$ cat src/rtl/mac_ager_pkg.sv
// Shared definitions for the MAC table ager.
// Assumes clk_hz is a multiple of 10 kHz for exact unit lengths.
package mac_ager_pkg;

    typedef enum logic [1:0] {
        UNIT_100US = 2'd0,
        UNIT_1MS   = 2'd1,
        UNIT_10MS  = 2'd2,
        UNIT_100MS = 2'd3
    } unit_code_e;

    // Clock cycles in one time unit for a given size code.
    function automatic logic [31:0] unit_cycles(input logic [1:0] code,
                                                input int unsigned clk_hz,
                                                input int unsigned test_mode,
                                                input int unsigned test_cyc);
        logic [31:0] base;
        if (test_mode != 0) begin
            return 32'(test_cyc) << code;
        end
        base = 32'(clk_hz / 10000);
        case (unit_code_e'(code))
            UNIT_100US: return base;
            UNIT_1MS:   return base * 32'd10;
            UNIT_10MS:  return base * 32'd100;
            default:    return base * 32'd1000;
        endcase
    endfunction

endpackage

$ cat src/rtl/mac_ager_tick.sv
// Unit prescaler: emits a one-cycle pulse once per selected time unit.
// Assumes every unit is at least two cycles long.
// The count restarts whenever aging is disabled.
module mac_ager_tick #(
    parameter int CLK_HZ        = 125_000_000,
    parameter int TEST_MODE     = 0,
    parameter int TEST_UNIT_CYC = 2,
    parameter int CNT_W         = 32
) (
    input  logic       clk,
    input  logic       rst_n,
    input  logic       en,
    input  logic [1:0] unit_code,
    output logic       unit_tick
);
    import mac_ager_pkg::*;

    localparam int NUM_CODES = 4;

    logic [CNT_W-1:0] lim_tab [NUM_CODES];
    logic [CNT_W-1:0] lim;
    logic [CNT_W-1:0] cnt_q;

    // One constant limit per size code.
    for (genvar c = 0; c < NUM_CODES; c++) begin : g_lim
        assign lim_tab[c] = CNT_W'(unit_cycles(2'(c), CLK_HZ, TEST_MODE, TEST_UNIT_CYC));
    end

    // Pick the limit of the active code.
    always_comb lim = lim_tab[unit_code];

    // Count cycles and pulse at the end of each unit.
    always_ff @(posedge clk) begin
        if (!rst_n || !en) begin
            cnt_q     <= '0;
            unit_tick <= 1'b0;
        end else if (cnt_q >= lim - CNT_W'(1)) begin
            cnt_q     <= '0;
            unit_tick <= 1'b1;
        end else begin
            cnt_q     <= cnt_q + CNT_W'(1);
            unit_tick <= 1'b0;
        end
    end

    p_tick_single_r1: assert property (@(posedge clk) disable iff (!rst_n)
        unit_tick |=> !unit_tick)
        else $error("unit tick longer than one cycle");

endmodule

$ cat src/rtl/mac_ager_period.sv
// Period counter: turns requested age into a period of units and pulses at expiry.
// One age bit needs two periods, so period = max(1, age) / 2.
// A period of zero disables aging.
module mac_ager_period #(
    parameter int AGE_W = 16
) (
    input  logic             clk,
    input  logic             rst_n,
    input  logic [AGE_W-1:0] age_units,
    input  logic             unit_tick,
    output logic             en,
    output logic             expire
);
    logic [AGE_W-1:0] age_floor;
    logic [AGE_W-1:0] period;
    logic [AGE_W-1:0] ucnt_q;

    // Clamp the requested age and halve it for one-bit aging.
    always_comb begin
        age_floor = (age_units == '0) ? AGE_W'(1) : age_units;
        period    = age_floor >> 1;
        en        = (period != '0);
    end

    // Count units and flag the end of each period.
    always_ff @(posedge clk) begin
        if (!rst_n || !en) begin
            ucnt_q <= '0;
            expire <= 1'b0;
        end else if (unit_tick) begin
            if (ucnt_q >= period - AGE_W'(1)) begin
                ucnt_q <= '0;
                expire <= 1'b1;
            end else begin
                ucnt_q <= ucnt_q + AGE_W'(1);
                expire <= 1'b0;
            end
        end else begin
            expire <= 1'b0;
        end
    end

    p_off_no_expire_r2: assert property (@(posedge clk) disable iff (!rst_n)
        !en |=> !expire)
        else $error("expiry while aging disabled");

    p_expire_on_unit_r3: assert property (@(posedge clk) disable iff (!rst_n)
        expire |-> $past(unit_tick))
        else $error("expiry without a unit tick");

endmodule

$ cat src/rtl/mac_ager_sweep.sv
// Sweep engine: holds one age bit per entry and walks the table once per expiry.
// Assumes the table returns the valid and locked flags combinationally
// for tbl_idx, and that it applies tbl_clr at the clock edge.
// An expiry that arrives mid-sweep is held and starts another sweep.
module mac_ager_sweep #(
    parameter int ENTRIES = 16,
    parameter int IDX_W   = $clog2(ENTRIES)
) (
    input  logic               clk,
    input  logic               rst_n,
    input  logic               expire,
    input  logic               ref_vld,
    input  logic [IDX_W-1:0]   ref_idx,
    input  logic               tbl_gnt,
    input  logic               tbl_rd_valid,
    input  logic               tbl_rd_locked,
    output logic               tbl_req,
    output logic [IDX_W-1:0]   tbl_idx,
    output logic               tbl_clr,
    output logic [ENTRIES-1:0] age_o
);
    localparam logic [IDX_W-1:0] LAST = IDX_W'(ENTRIES - 1);

    logic               busy_q;
    logic               pend_q;
    logic [IDX_W-1:0]   idx_q;
    logic [ENTRIES-1:0] age_q;
    logic               visit;
    logic               ref_hit;

    // Decode the current visit and whether it removes the entry.
    always_comb begin
        visit   = busy_q && tbl_gnt;
        ref_hit = ref_vld && (ref_idx == idx_q);
        tbl_clr = visit && tbl_rd_valid && !tbl_rd_locked && age_q[idx_q] && !ref_hit;
        tbl_req = busy_q;
        tbl_idx = idx_q;
        age_o   = age_q;
    end

    // Walk control: start on expiry, advance on grant, chain a held expiry.
    always_ff @(posedge clk) begin
        if (!rst_n) begin
            busy_q <= 1'b0;
            pend_q <= 1'b0;
            idx_q  <= '0;
        end else if (visit && idx_q == LAST) begin
            busy_q <= pend_q || expire;
            pend_q <= 1'b0;
            idx_q  <= '0;
        end else begin
            if (visit) begin
                idx_q <= idx_q + IDX_W'(1);
            end
            if (expire) begin
                if (busy_q) begin
                    pend_q <= 1'b1;
                end else begin
                    busy_q <= 1'b1;
                end
            end
        end
    end

    // Per-entry age bit: a refresh clears it, a visit marks or removes.
    for (genvar g = 0; g < ENTRIES; g++) begin : g_age
        always_ff @(posedge clk) begin
            if (!rst_n) begin
                age_q[g] <= 1'b0;
            end else if (ref_vld && ref_idx == IDX_W'(g)) begin
                age_q[g] <= 1'b0;
            end else if (visit && idx_q == IDX_W'(g)) begin
                age_q[g] <= tbl_rd_valid && !tbl_rd_locked && !age_q[g];
            end
        end
    end

    p_idx_hold_r8: assert property (@(posedge clk) disable iff (!rst_n)
        (tbl_req && !tbl_gnt) |=> (tbl_req && tbl_idx == $past(tbl_idx)))
        else $error("index moved while not granted");

    p_no_clr_stall_r8: assert property (@(posedge clk) disable iff (!rst_n)
        !tbl_gnt |-> !tbl_clr)
        else $error("clear without grant");

    p_clr_unlocked_r6: assert property (@(posedge clk) disable iff (!rst_n)
        tbl_clr |-> (tbl_rd_valid && !tbl_rd_locked))
        else $error("clear of locked or invalid entry");

    p_clr_drops_age_r5: assert property (@(posedge clk) disable iff (!rst_n)
        tbl_clr |=> !age_o[$past(tbl_idx)])
        else $error("age bit kept after clear");

    p_locked_age_r6: assert property (@(posedge clk) disable iff (!rst_n)
        (tbl_req && tbl_gnt && tbl_rd_locked) |=> !age_o[$past(tbl_idx)])
        else $error("locked entry marked");

    p_refresh_r7: assert property (@(posedge clk) disable iff (!rst_n)
        (ref_vld && int'(ref_idx) < ENTRIES) |=> !age_o[$past(ref_idx)])
        else $error("refresh did not clear age bit");

    p_idle_idx_r3: assert property (@(posedge clk) disable iff (!rst_n)
        !tbl_req |-> (tbl_idx == '0))
        else $error("idle sweep not parked at index 0");

endmodule

$ cat src/rtl/mac_ager.sv
// One-bit MAC table ager: prescaler, period counter and sweep engine.
// The table storage and the arbiter that drives tbl_gnt are outside.
module mac_ager #(
    parameter int ENTRIES       = 16,
    parameter int AGE_W         = 16,
    parameter int CLK_HZ        = 125_000_000,
    parameter int TEST_MODE     = 0,
    parameter int TEST_UNIT_CYC = 2,
    localparam int IDX_W        = $clog2(ENTRIES)
) (
    input  logic               clk,
    input  logic               rst_n,
    input  logic [1:0]         cfg_unit,
    input  logic [AGE_W-1:0]   cfg_age,
    input  logic               ref_vld,
    input  logic [IDX_W-1:0]   ref_idx,
    output logic               tbl_req,
    input  logic               tbl_gnt,
    output logic [IDX_W-1:0]   tbl_idx,
    input  logic               tbl_rd_valid,
    input  logic               tbl_rd_locked,
    output logic               tbl_clr,
    output logic [ENTRIES-1:0] age_o
);
    logic age_en;
    logic unit_tick;
    logic expire;

    mac_ager_tick #(
        .CLK_HZ        (CLK_HZ),
        .TEST_MODE     (TEST_MODE),
        .TEST_UNIT_CYC (TEST_UNIT_CYC),
        .CNT_W         (32)
    ) u_tick (
        .clk       (clk),
        .rst_n     (rst_n),
        .en        (age_en),
        .unit_code (cfg_unit),
        .unit_tick (unit_tick)
    );

    mac_ager_period #(
        .AGE_W (AGE_W)
    ) u_period (
        .clk       (clk),
        .rst_n     (rst_n),
        .age_units (cfg_age),
        .unit_tick (unit_tick),
        .en        (age_en),
        .expire    (expire)
    );

    mac_ager_sweep #(
        .ENTRIES (ENTRIES),
        .IDX_W   (IDX_W)
    ) u_sweep (
        .clk           (clk),
        .rst_n         (rst_n),
        .expire        (expire),
        .ref_vld       (ref_vld),
        .ref_idx       (ref_idx),
        .tbl_gnt       (tbl_gnt),
        .tbl_rd_valid  (tbl_rd_valid),
        .tbl_rd_locked (tbl_rd_locked),
        .tbl_req       (tbl_req),
        .tbl_idx       (tbl_idx),
        .tbl_clr       (tbl_clr),
        .age_o         (age_o)
    );

endmodule

$ cat config.mk
export PLATFORM = sky130hd
export DESIGN_NAME = mac_ager
export DESIGN_NICKNAME = d
export VERILOG_FILES = /design/src/rtl/mac_ager_pkg.sv /design/src/rtl/mac_ager_tick.sv /design/src/rtl/mac_ager_period.sv /design/src/rtl/mac_ager_sweep.sv /design/src/rtl/mac_ager.sv
export SDC_FILE = /design/constraint.sdc
export NUM_CORES = 1
export LEC_CHECK = 0
export CAP_MARGIN = 20
export CORE_MARGIN = 3
export CORE_UTILIZATION = 36
export CTS_BUF_LIST = sky130_fd_sc_hd__clkbuf_4
export DETAILED_ROUTE_END_ITERATION = 8
export GPL_TIMING_DRIVEN = 1
export SYNTH_ARGS = -nofsm -noshare
export SYNTH_HDL_FRONTEND = slang
export SYNTH_HIERARCHICAL = 1
export SYNTH_SLANG_ARGS = --single-unit
$ cat constraint.sdc
create_clock -name clk -period 2.57 [get_ports clk]
set_input_delay 0.3855 -clock clk [delete_from_list [all_inputs] [get_ports clk]]
set_output_delay 0.3855 -clock clk [all_outputs]
set_load 0.02 [all_outputs]
==> results of run 1 <==
## registers in the layout, indices dropped and copies added, names as in the netlist
signal	flops
u_tick/cnt_q	32
u_period/ucnt_q	16
u_sweep/age_o	16
u_sweep/tbl_idx	4
u_period/expire	1
u_sweep/pend_q	1
u_sweep/tbl_req	1
u_tick/unit_tick	1
## routing by layer
layer | part of all wire (%) | GRT usage (%)
met5 | 0 | 0
met4 | 2.5 | 7.02
met3 | 4.8 | 3.03
met2 | 47 | 25.9
met1 | 46 | 21.0
## cell usage after synthesis (2+ instances only)
master / instances / area (µm²)
inv_1: 24 / 90.1
o21ai_0: 25 / 125
nand2b_1: 5 / 31.3
mux4_2: 4 / 90.1
nand3b_1: 3 / 22.5
nand4_1: 30 / 188
nor4_1: 3 / 18.8
nor3_2: 5 / 50.1
nor3_1: 38 / 190
nor4_4: 2 / 42.5
a211oi_1: 2 / 15.0
o21a_1: 3 / 22.5
nor3b_1: 6 / 45.0
buf_6: 3 / 33.8
ha_1: 64 / 801
nand2_1: 47 / 176
buf_2: 12 / 60.1
and2_1: 5 / 31.3
nor2b_1: 2 / 12.5
a311oi_1: 15 / 131
nor2_1: 33 / 124
xnor2_1: 30 / 263
and3_2: 3 / 22.5
nand3_1: 23 / 115
and4_1: 3 / 26.3
o21bai_1: 2 / 15.0
nor3b_2: 2 / 25.0
clkbuf_1: 4 / 15.0
dfxtp_1: 72 / 1440
nor4_2: 5 / 62.6
and3_1: 10 / 62.6
a22oi_1: 2 / 15.0
xor2_1: 33 / 289
a21oi_1: 38 / 190
## stage by stage
stage / hold slack [ns] / worst slack [ns] / cell area, µm² / TNS [ns]
2_1_floorplan: 0.437 / -0.00767 / 5140 / -0.0703
3_3_place_gp: 0.450 / -0.514 / 6150 / -18.50
3_5_place_dp: 0.475 / -0.607 / 6150 / -21.99
4_1_cts: 0.498 / 0.0164 / 6340 / 0
5_1_grt: 0.533 / -0.0183 / 6520 / -0.106
6_report: 0.491 / 0.0344 / 6520 / 0
## final timing paths
check / start / endpoint / slack [ns] / depth (start not counted)
min reg2reg: u_tick/cnt_q[0] / u_tick/cnt_q[0] / 0.49 / 1
min: u_tick/cnt_q[0] / u_tick/cnt_q[0] / 0.49 / 1
max: cfg_age[13] / u_period/ucnt_q[3] / 0.03 / 11
max reg2reg: u_period/ucnt_q[0] / u_period/ucnt_q[9] / 0.40 / 8
## repair_timing
| item | in CTS | in global routing |
|---|---|---|
| hold buffers | 0 | 0 |
| gates resized for setup | 13 | 32 |
| pin swaps | 5 | 19 |
| cloned | 0 | 1 |
| endpoints found under the setup margin | 17 | 48 |
| setup buffers | 2 | 4 |
## power by group through the flow
stage	Clock, mW	Combinational [mW]	Sequential [mW]
2_1_floorplan	0	0.120	1.15
3_3_place_gp	0	0.251	1.15
3_5_place_dp	0	0.258	1.15
4_1_cts	0.851	0.258	1.12
5_1_grt	0.897	0.297	1.12
6_report	0.824	0.267	1.12
## cell type report
type	instances	area [µm²]	share of cell area, %
Antenna cell	2	5.00	0.0768
Clock buffer	10	75.1	1.15
Clock inverter	6	83.8	1.29
Inverter	24	90.1	1.38
Multi-Input combinational cell	477	3610	55.4
Sequential cell	72	1450	22.2
Tap cell	176	220	3.38
Timing Repair Buffer	108	986	15.1
## cell families (layout without fill, tap and decap cells)
family	after synthesis	in the layout
buffers and inverters	44	148
muxes	5	5
DFF	72	72
other	1	12
xor gates and xnor gates	63	63
AOI/OAI and AO/OA	96	96
and+or+nand+nor	239	239
adders and majority gates	64	64
==> reports/metrics.yaml, run 1 <==
global_route:
  grt-ovfl-total: 0
  grt_pass1_wl_um: 20900
  antenna_found_initial: 1
  grt_pass1_vias: 4358
  grt_usage_pct: 16.1
  grt_max_degree: 33
timing:
  slew_violations: 0
  hold_violations: 0
  finClkSkew_ns: 0.0205
  slew_headroom_pct: 53.6
  fin_crit_sh_pct: 98.7
  worst_pin_slew_ns: 0.692
  fmax_mhz: 394
  min_period_ns: 2.54
  setup_viol: 0
synth:
  netlist_area_um2: 5100
  syn_inst: 584
  synth-async-reset-ratio_pct: 0
  synth_xor_area_share_pct: 10.8
  synthFlopType: "dfxtp_1"
  synth_simple_gate_area_share_pct: 27.0
  synth_top_family_by_area: "simple AND/OR/NAND/NOR gates"
  synth-seq-area-share_pct: 28.3
  synthAdderAreaFrac_pct: 15.7
  synthMuxAreaShare_pct: 1.96
  synth-compound-area-share_pct: 12.1
  yosysUniqueCellTypes: 60
  yosysWarnings: 6
  ys_ff_latch: 72
  syn_area_per_cell_um2: 8.73
  synth_edf_count: 0
placement:
  dp_cells: 850
  dp_hpwl_um: 9790
  port_buffers: 48
  gp_congestion: 0.880
floorplan:
  num_rows: 42
  io_pins: 50
  start_util_pct: 37.6
  die-width_um: 125
  fp.dieH_um: 125
  core_area_um2: 13600
  dieArea_um2: 15600
critical_path:
  worstPathMaxFanout: 8
  worst_path_largest_cell_delay_ns: 0.53
  cp.required_ns: 2.93
  cp-start-kind: "primary input"
  crit_path_cell_trace: "clkdlybuf4s50_1 -> or4_4 -> nor2_4 -> xnor2_2 -> ha_1 -> nand4_1 -> nor3_2 -> a31oi_2 -> a31oi_4 -> clkbuf_16 -> nor2_1"
  critPathTopFamily: "simple AND/OR/NAND/NOR gates"
  path_class: "in -> reg"
  cp_slowest_cell: "or4_4"
  cp.arrival_ns: 2.89
  cp_num_buf_inv: 2
  end_kind: "flip-flop"
detailed_routing:
  ant_nets: 0
  dr_total_vias: 4586
  drt_iter0_markers: 302
  drtPass1Iterations: 5
  drcViolationCount: 0
  wl_per_cell_um: 14.6
  post_drt_via_cell_ratio: 5.24
  wirelength_um: 12800
power_and_ir_drop:
  p_leak_nw: 2.63
  switching_share_pct: 25.4
  p_int_mw: 1.65
  pwr-share-seq_pct: 50.7
  p_total_mw: 2.21
  p_sw_mw: 0.563
  clkPwrFrac_pct: 37.2
  ir_drop_uv: 153
  power_frac_comb_pct: 12.1
  powerDensity_nw_per_um2: 340
final_layout:
  area_growth_pct: 27.8
  final_nets: 784
  fin_cells: 875
  final_cell_mix: "69 x dfxtp_1, 63 x ha_1, 57 x buf_4"
  layout_commonest_cell: "dfxtp_1"
  fillers: 1310
  final_layout_size_suffix_gt1_share_pct: 19.1
  final_util_pct: 48.1
clock_tree:
  cts_sinks: 72
  clockBufferDepth: 2
  numCtsBuffers: 9
  cts_tree: "done"
  cts_max_level: 3
  cts_root_buf: "clkbuf_4"
  clk_pin_slew_ns: 0.12
  worstSkewPairLatency_ns: 0.45
job:
  cap_violations: 0
hold_path:
  hold_path.class: "reg -> reg"
run_status:
  status: "completed"
(Power assumes the default switching activity.)
==> run 2: changes to the inputs <==
--- a/config.mk
+++ b/config.mk
@@ -10,7 +10,9 @@
 export CORE_UTILIZATION = 36
 export CTS_BUF_LIST = sky130_fd_sc_hd__clkbuf_4
 export DETAILED_ROUTE_END_ITERATION = 8
-export GPL_TIMING_DRIVEN = 1
+export GPL_TIMING_DRIVEN = 0
+export HOLD_SLACK_MARGIN = 0.06
+export SETUP_SLACK_MARGIN = 0.15
 export SYNTH_ARGS = -nofsm -noshare
 export SYNTH_HDL_FRONTEND = slang
 export SYNTH_HIERARCHICAL = 1
==> reports/metrics.yaml, run 2 (synthesis results as in run 1) <==
detailed_routing:
  post_drt_via_cell_ratio: 5.35  # +2.0%
  dr_total_vias: 4592  # +0.13%
  wirelength_um: 12900  # +0.86%
  wl_met1_um: 5810  # -1.0%
  highest_layer: "met4"
  wl_met3_um: 458  # -26%
  ant_nets: 0  # unchanged
  drtPass1Iterations: 4  # -1
  drcViolationCount: 0  # unchanged
  wl_per_cell_um: 15.0  # +2.7%
  drt_iter0_markers: 204  # -32%
  wl_met2_um: 6320  # +5.9%
hold_path:
  hold_path.class: "reg -> reg"
critical_path:
  cp.arrival_ns: 2.80  # -0.09 ns
  cp_slowest_cell: "a31oi_4"
  crit_path_cell_trace: "buf_8 -> nor4_4 -> buf_4 -> and3_4 -> and2b_1 -> xnor2_1 -> ha_1 -> nand4_1 -> nor3_2 -> a31oi_2 -> a31oi_4 -> buf_4 -> nor3b_2"
  worst_path_largest_cell_delay_ns: 0.32  # -0.21 ns
  cp_common_cell: "buf_4"
  end_kind: "flip-flop"
  critPathTopFamily: "simple AND/OR/NAND/NOR gates"
  cp_num_buf_inv: 3  # +1
  path_class: "in -> reg"
  worstPathMaxFanout: 5  # -3
  cp.required_ns: 2.91  # -0.02 ns
  cp-start-kind: "primary input"
global_route:
  grt_usage_pct: 16.3  # +0.19 points
  grt_max_degree: 13  # -61%
  grt-ovfl-total: 0  # unchanged
  grt_pass1_wl_um: 21500  # +2.6%
  antenna_found_initial: 0  # -1
  grt_pass1_vias: 4477  # +2.7%
placement:
  port_buffers: 48  # unchanged
  dp_hpwl_um: 9550  # -2.4%
  place_ws_ns: -0.967  # -0.361 ns
  gp_congestion: 0.857  # -2.6%
timing:
  setup_viol: 0  # unchanged
  min_period_ns: 2.46  # -0.0738 ns
  rsz0062_at_grt: "true"
  fin_crit_sh_pct: 95.8  # -2.9 points
  whs_ns: 0.494  # +0.00310 ns
  fmax_mhz: 406  # +3.0%
  slew_headroom_pct: 49.1  # -4.5 points
  slew_violations: 0  # unchanged
  finClkSkew_ns: 0.0155  # -0.00502 ns
  worst_slack_ns: 0.108  # +0.0738 ns
  fin_setup_tns_ns: 0  # unchanged
  hold_violations: 0  # unchanged
  worst_pin_slew_ns: 0.758  # +0.0657 ns
floorplan:
  io_pins: 50  # unchanged
  start_util_pct: 37.6  # unchanged
  num_rows: 42  # unchanged
  dieArea_um2: 15600  # unchanged
  die-width_um: 125  # unchanged
  fp.dieH_um: 125  # unchanged
  core_area_um2: 13600  # unchanged
clock_tree:
  numCtsBuffers: 9  # unchanged
  cts_root_buf: "clkbuf_4"
  cts_sinks: 72  # unchanged
  clockBufferDepth: 2  # unchanged
  cts_max_level: 3  # unchanged
  cts_tree: "done"
  clk_pin_slew_ns: 0.12  # about the same
  worstSkewPairLatency_ns: 0.44  # about the same
  holdBufCountCts: 0  # unchanged
job:
  cap_violations: 0  # unchanged
power_and_ir_drop:
  powerDensity_nw_per_um2: 344  # +1.2%
  switching_share_pct: 25.3  # -0.16 points
  power_frac_comb_pct: 10.7  # -1.4 points
  p_sw_mw: 0.549  # -2.6%
  p_leak_nw: 2.47  # -6.0%
  p_int_mw: 1.62  # -1.8%
  pwr-share-seq_pct: 51.8  # +1.1 points
  ir_drop_uv: 275  # +80%
  clkPwrFrac_pct: 37.5  # +0.3 points
final_layout:
  final_nets: 770  # -1.8%
  layout_commonest_cell: "dfxtp_1"
  area_growth_pct: 23.8
  largest_reg_flops: 32  # unchanged
  final_cell_mix: "70 x dfxtp_1, 63 x ha_1, 46 x nand2_1"
  final_layout_size_suffix_gt1_share_pct: 19.5  # +0.39 points
  diodes: 0  # -2
  top_register: "u_tick/cnt_q"
run_status:
  status: "completed"
==> run 2: metal layers <==
metal  track usage [%]  vias up
li1                  -     2307
met1              20.6     2180
met2              27.6       84
met3              3.62       21
met4              5.29        0
met5                 0        -
==> run 2: worst paths after layout <==
check | startpoint | endpoint | slack (ns) | cells after the start
hold / removal | u_period/expire | u_sweep/tbl_req | 0.49 | 1
setup reg to reg | u_tick/cnt_q[31] | u_tick/cnt_q[19] | 0.36 | 8
setup / recovery | cfg_age[4] | u_period/ucnt_q[14] | 0.11 | 13
hold reg to reg | u_period/expire | u_sweep/tbl_req | 0.49 | 1
==> run 2: worst register-to-register path: cells and delay by family, from the launching register on <==
| kind | cells | cell delay, ns |
|---|---|---|
| AOI/OAI and AO/OA | 1 | 0.13 |
| DFF | 1 | 0.34 |
| buffers and inverters | 2 | 0.38 |
| and+or+nand+nor | 4 | 0.93 |
| adders and majority gates | 1 | 0.32 |
==> run 2: stage by stage <==
stage               utilization [%]  cell area (µm²)  total power [mW]  cells
floorplan                         -             5140              1.27    593
finish                         46.5             6310              2.17    859
CTS                            45.7             6200              2.19    849
detailed placement             43.1             5840              1.37    817
global route                   46.5             6310              2.29    859
global placement               43.1             5840              1.36    817
==> run 2: power by group through the flow <==
stage	Sequential, mW	Combinational [mW]	Clock (mW)
detailed placement	1.15	0.216	0
global placement	1.15	0.208	0
floorplan	1.15	0.120	0
finish	1.13	0.233	0.813
global route	1.13	0.258	0.905
CTS	1.13	0.223	0.846
==> run 2: layout make-up <==
cell class	count	area, µm²
fillers	1332	7250
well taps	176	220
inverters	24	90.1
clock inverters	6	83.8
clock buffers	10	75.1
multi-input cells	477	3610
flip-flops and latches	72	1440
repair buffers	74	654
plain buffers	20	134
==> run 2: timing repair <==
item                                    CTS  global route
pin swaps                                15            19
endpoints found under the hold margin     0             0
gates resized for setup                  69            25
buffers inserted                         15            10
cloned                                    1             0
endpoints found under the setup margin   51            51
==> run 3: changes to the inputs <==
--- a/config.mk
+++ b/config.mk
@@ -7,7 +7,7 @@
 export LEC_CHECK = 0
 export CAP_MARGIN = 20
 export CORE_MARGIN = 3
-export CORE_UTILIZATION = 36
+export CORE_UTILIZATION = 40
 export CTS_BUF_LIST = sky130_fd_sc_hd__clkbuf_4
 export DETAILED_ROUTE_END_ITERATION = 8
 export GPL_TIMING_DRIVEN = 0
==> reports/metrics.yaml, run 3 (synthesis results as in run 1) <==
detailed_routing:
  drtPass1Iterations: 4  # unchanged
  drt_iter0_markers: 254  # +25%
  wl_per_cell_um: 15.3  # +1.9%
  post_drt_via_cell_ratio: 5.30  # -0.90%
  drcViolationCount: 0  # unchanged
  ant_nets: 0  # unchanged
  wirelength_um: 12900  # +0.10%
  dr_total_vias: 4471  # -2.6%
final_layout:
  multi_input_area_um2: 3650  # +1.2%
  top_register: "u_tick/cnt_q"
  final_cell_mix: "70 x dfxtp_1, 63 x ha_1, 47 x nand2_1"
  layout_commonest_cell: "dfxtp_1"
  final_nets: 763  # -0.91%
  area_growth_pct: 23.2
  fin_cells: 844  # -1.7%
  finish.instance_area_um2: 6280  # -0.48%
  final_layout_size_suffix_gt1_share_pct: 18.5  # -0.98 points
  fillers: 1186  # -11%
  largest_reg_flops: 32  # unchanged
  seq_area_um2: 1450  # +0.17%
  final_util_pct: 51.4  # +4.9 points
  diodes: 0  # unchanged
clock_tree:
  holdBufCountCts: 0  # unchanged
  numCtsBuffers: 9  # unchanged
  cts_sinks: 72  # unchanged
  cts_tree: "done"
  cts_max_level: 3  # unchanged
  worstSkewPairLatency_ns: 0.45  # about the same
  clk_pin_slew_ns: 0.14  # +0.02 ns
  cts_root_buf: "clkbuf_4"
  clockBufferDepth: 2  # unchanged
hold_path:
  worstHoldPathCells: 1  # unchanged
  hp-start: "u_period/expire"
  hold_end: "u_sweep/tbl_req"
  hold_path.class: "reg -> reg"
global_route:
  grt_pass1_wl_um: 21800  # +1.6%
  antenna_found_initial: 0  # unchanged
  grt_max_degree: 15  # +2
  grt-ovfl-total: 0  # unchanged
  grt_pass1_vias: 4537  # +1.3%
  grt_usage_pct: 18.7  # +2.5 points
placement:
  port_buffers: 48  # unchanged
  dp_cells: 809  # -0.98%
  dp_hpwl_um: 9630  # +0.82%
  placed_area_um2: 5830  # -0.17%
  gp_congestion: 0.816  # -4.8%
floorplan:
  core_area_um2: 12200  # -9.9%
  io_pins: 50  # unchanged
  die-width_um: 119  # -4.9%
  start_util_pct: 41.7  # +4.1 points
  fp.dieH_um: 119  # -4.9%
  dieArea_um2: 14100  # -9.5%
  num_rows: 40  # -4.8%
critical_path:
  cp.required_ns: 2.93  # +0.02 ns
  worstPathMaxFanout: 6  # +1
  end_kind: "flip-flop"
  cp-start-kind: "primary input"
  cp_slowest_cell: "or4_4"
  rrSetupSlack_ns: 0.28  # -0.08 ns
  crit_path_cell_trace: "dlygate4sd2_1 -> or4_4 -> nor2_4 -> xnor2_1 -> ha_1 -> nand4_1 -> nor3_2 -> a31oi_2 -> a31oi_4 -> buf_6 -> nor2_1"
  worst_path_largest_cell_delay_ns: 0.54  # +0.22 ns
  rr_worst_depth: 8  # unchanged
  r2r_end: "u_period/ucnt_q[1]"
  reg2reg_from: "u_period/ucnt_q[0]"
  path_class: "in -> reg"
  cp.arrival_ns: 2.83  # +0.03 ns
timing:
  finClkSkew_ns: 0.0225  # +0.00701 ns
  slew_violations: 0  # unchanged
  whs_ns: 0.482  # -0.0126 ns
  rsz0062_at_grt: "true"
  fmax_mhz: 405  # -0.39%
  worst_pin_slew_ns: 0.622  # -0.136 ns
  hold_violations: 0  # unchanged
  slew_headroom_pct: 58.2  # +9.1 points
  min_period_ns: 2.47  # +0.00953 ns
  fin_setup_tns_ns: 0  # unchanged
  fin_crit_sh_pct: 96.2  # +0.37 points
  setup_viol: 0  # unchanged
job:
  cap_violations: 0  # unchanged
power_and_ir_drop:
  p_leak_nw: 2.43  # -1.7%
  powerDensity_nw_per_um2: 336  # -2.3%
  ir_drop_uv: 261  # -5.1%
run_status:
  status: "completed"
-- run 3: changes by cell type in the layout (fill, tap and decap cells not counted), moves of 3 or more --
cell and change:
nor2_4 +5, buf_2 -4, nor2_2 -3, inv_6 +4, buf_4 -4
-- run 3: layer usage --
layer | share of wire [%] | wire length (µm) | track usage [%]
met1 | 46 | 5950 | 23.7
met2 | 49 | 6360 | 32.2
met3 | 3.4 | 442 | 3.75
met4 | 1.0 | 131 | 5.72
met5 | 0 | 0 | 0
-- run 3: final cells by class --
cell class	instances	area share, %
clock inverter	7	1.22
sequential	72	23.0
tap	168	3.35
clock buffer	9	1.08
buffer	20	2.27
inverter	24	1.44
multi-input combinational	477	58.1
timing repair buffer	67	9.49
-- run 3: per-stage QoR --
| stage | setup slack (ns) | power (mW) |
|---|---|---|
| global route | 0.0781 | 2.22 |
| global placement | -0.932 | 1.36 |
| CTS | 0.154 | 2.14 |
| finish | 0.0987 | 2.11 |
| detailed placement | -1.04 | 1.37 |
| floorplan | -0.00767 | 1.27 |
-- run 3: worst max-delay path, delay by kind of cell --
family	cells	cell delay [ns]
simple gates	5	1.12
fa+ha+maj	1	0.29
buf+inv	2	0.48
compound gates	2	0.48
xor+xnor	1	0.07
-- run 3: worst max-delay path by stage --
stage	start	end	slack [ns]	depth (start not counted)
final	cfg_age[11]	u_period/ucnt_q[6]	0.1	11
after global routing	cfg_age[6]	u_period/expire	0.08	12
after CTS	cfg_age[5]	u_period/expire	0.15	12
after detailed placement	cfg_age[3]	u_period/ucnt_q[6]	-1.04	12
after global placement	cfg_age[3]	u_period/ucnt_q[13]	-0.93	12
after floorplan	cfg_age[3]	u_period/ucnt_q[10]	-0.008	11
-- run 3: power breakdown --
group	leakage [nW]	switching, mW	internal (mW)
Sequential	0.582	0.00542	1.12
Combinational	1.77	0.129	0.0968
Clock	0.0754	0.454	0.306
Total	2.43	0.588	1.52
-- run 3: what timing repair did --
action,CTS,global route
hold endpoints to repair,0,0
buffers inserted,13,5
gates resized for setup,58,50
gates cloned,1,0
setup endpoints to repair,51,51
pin swaps,17,20
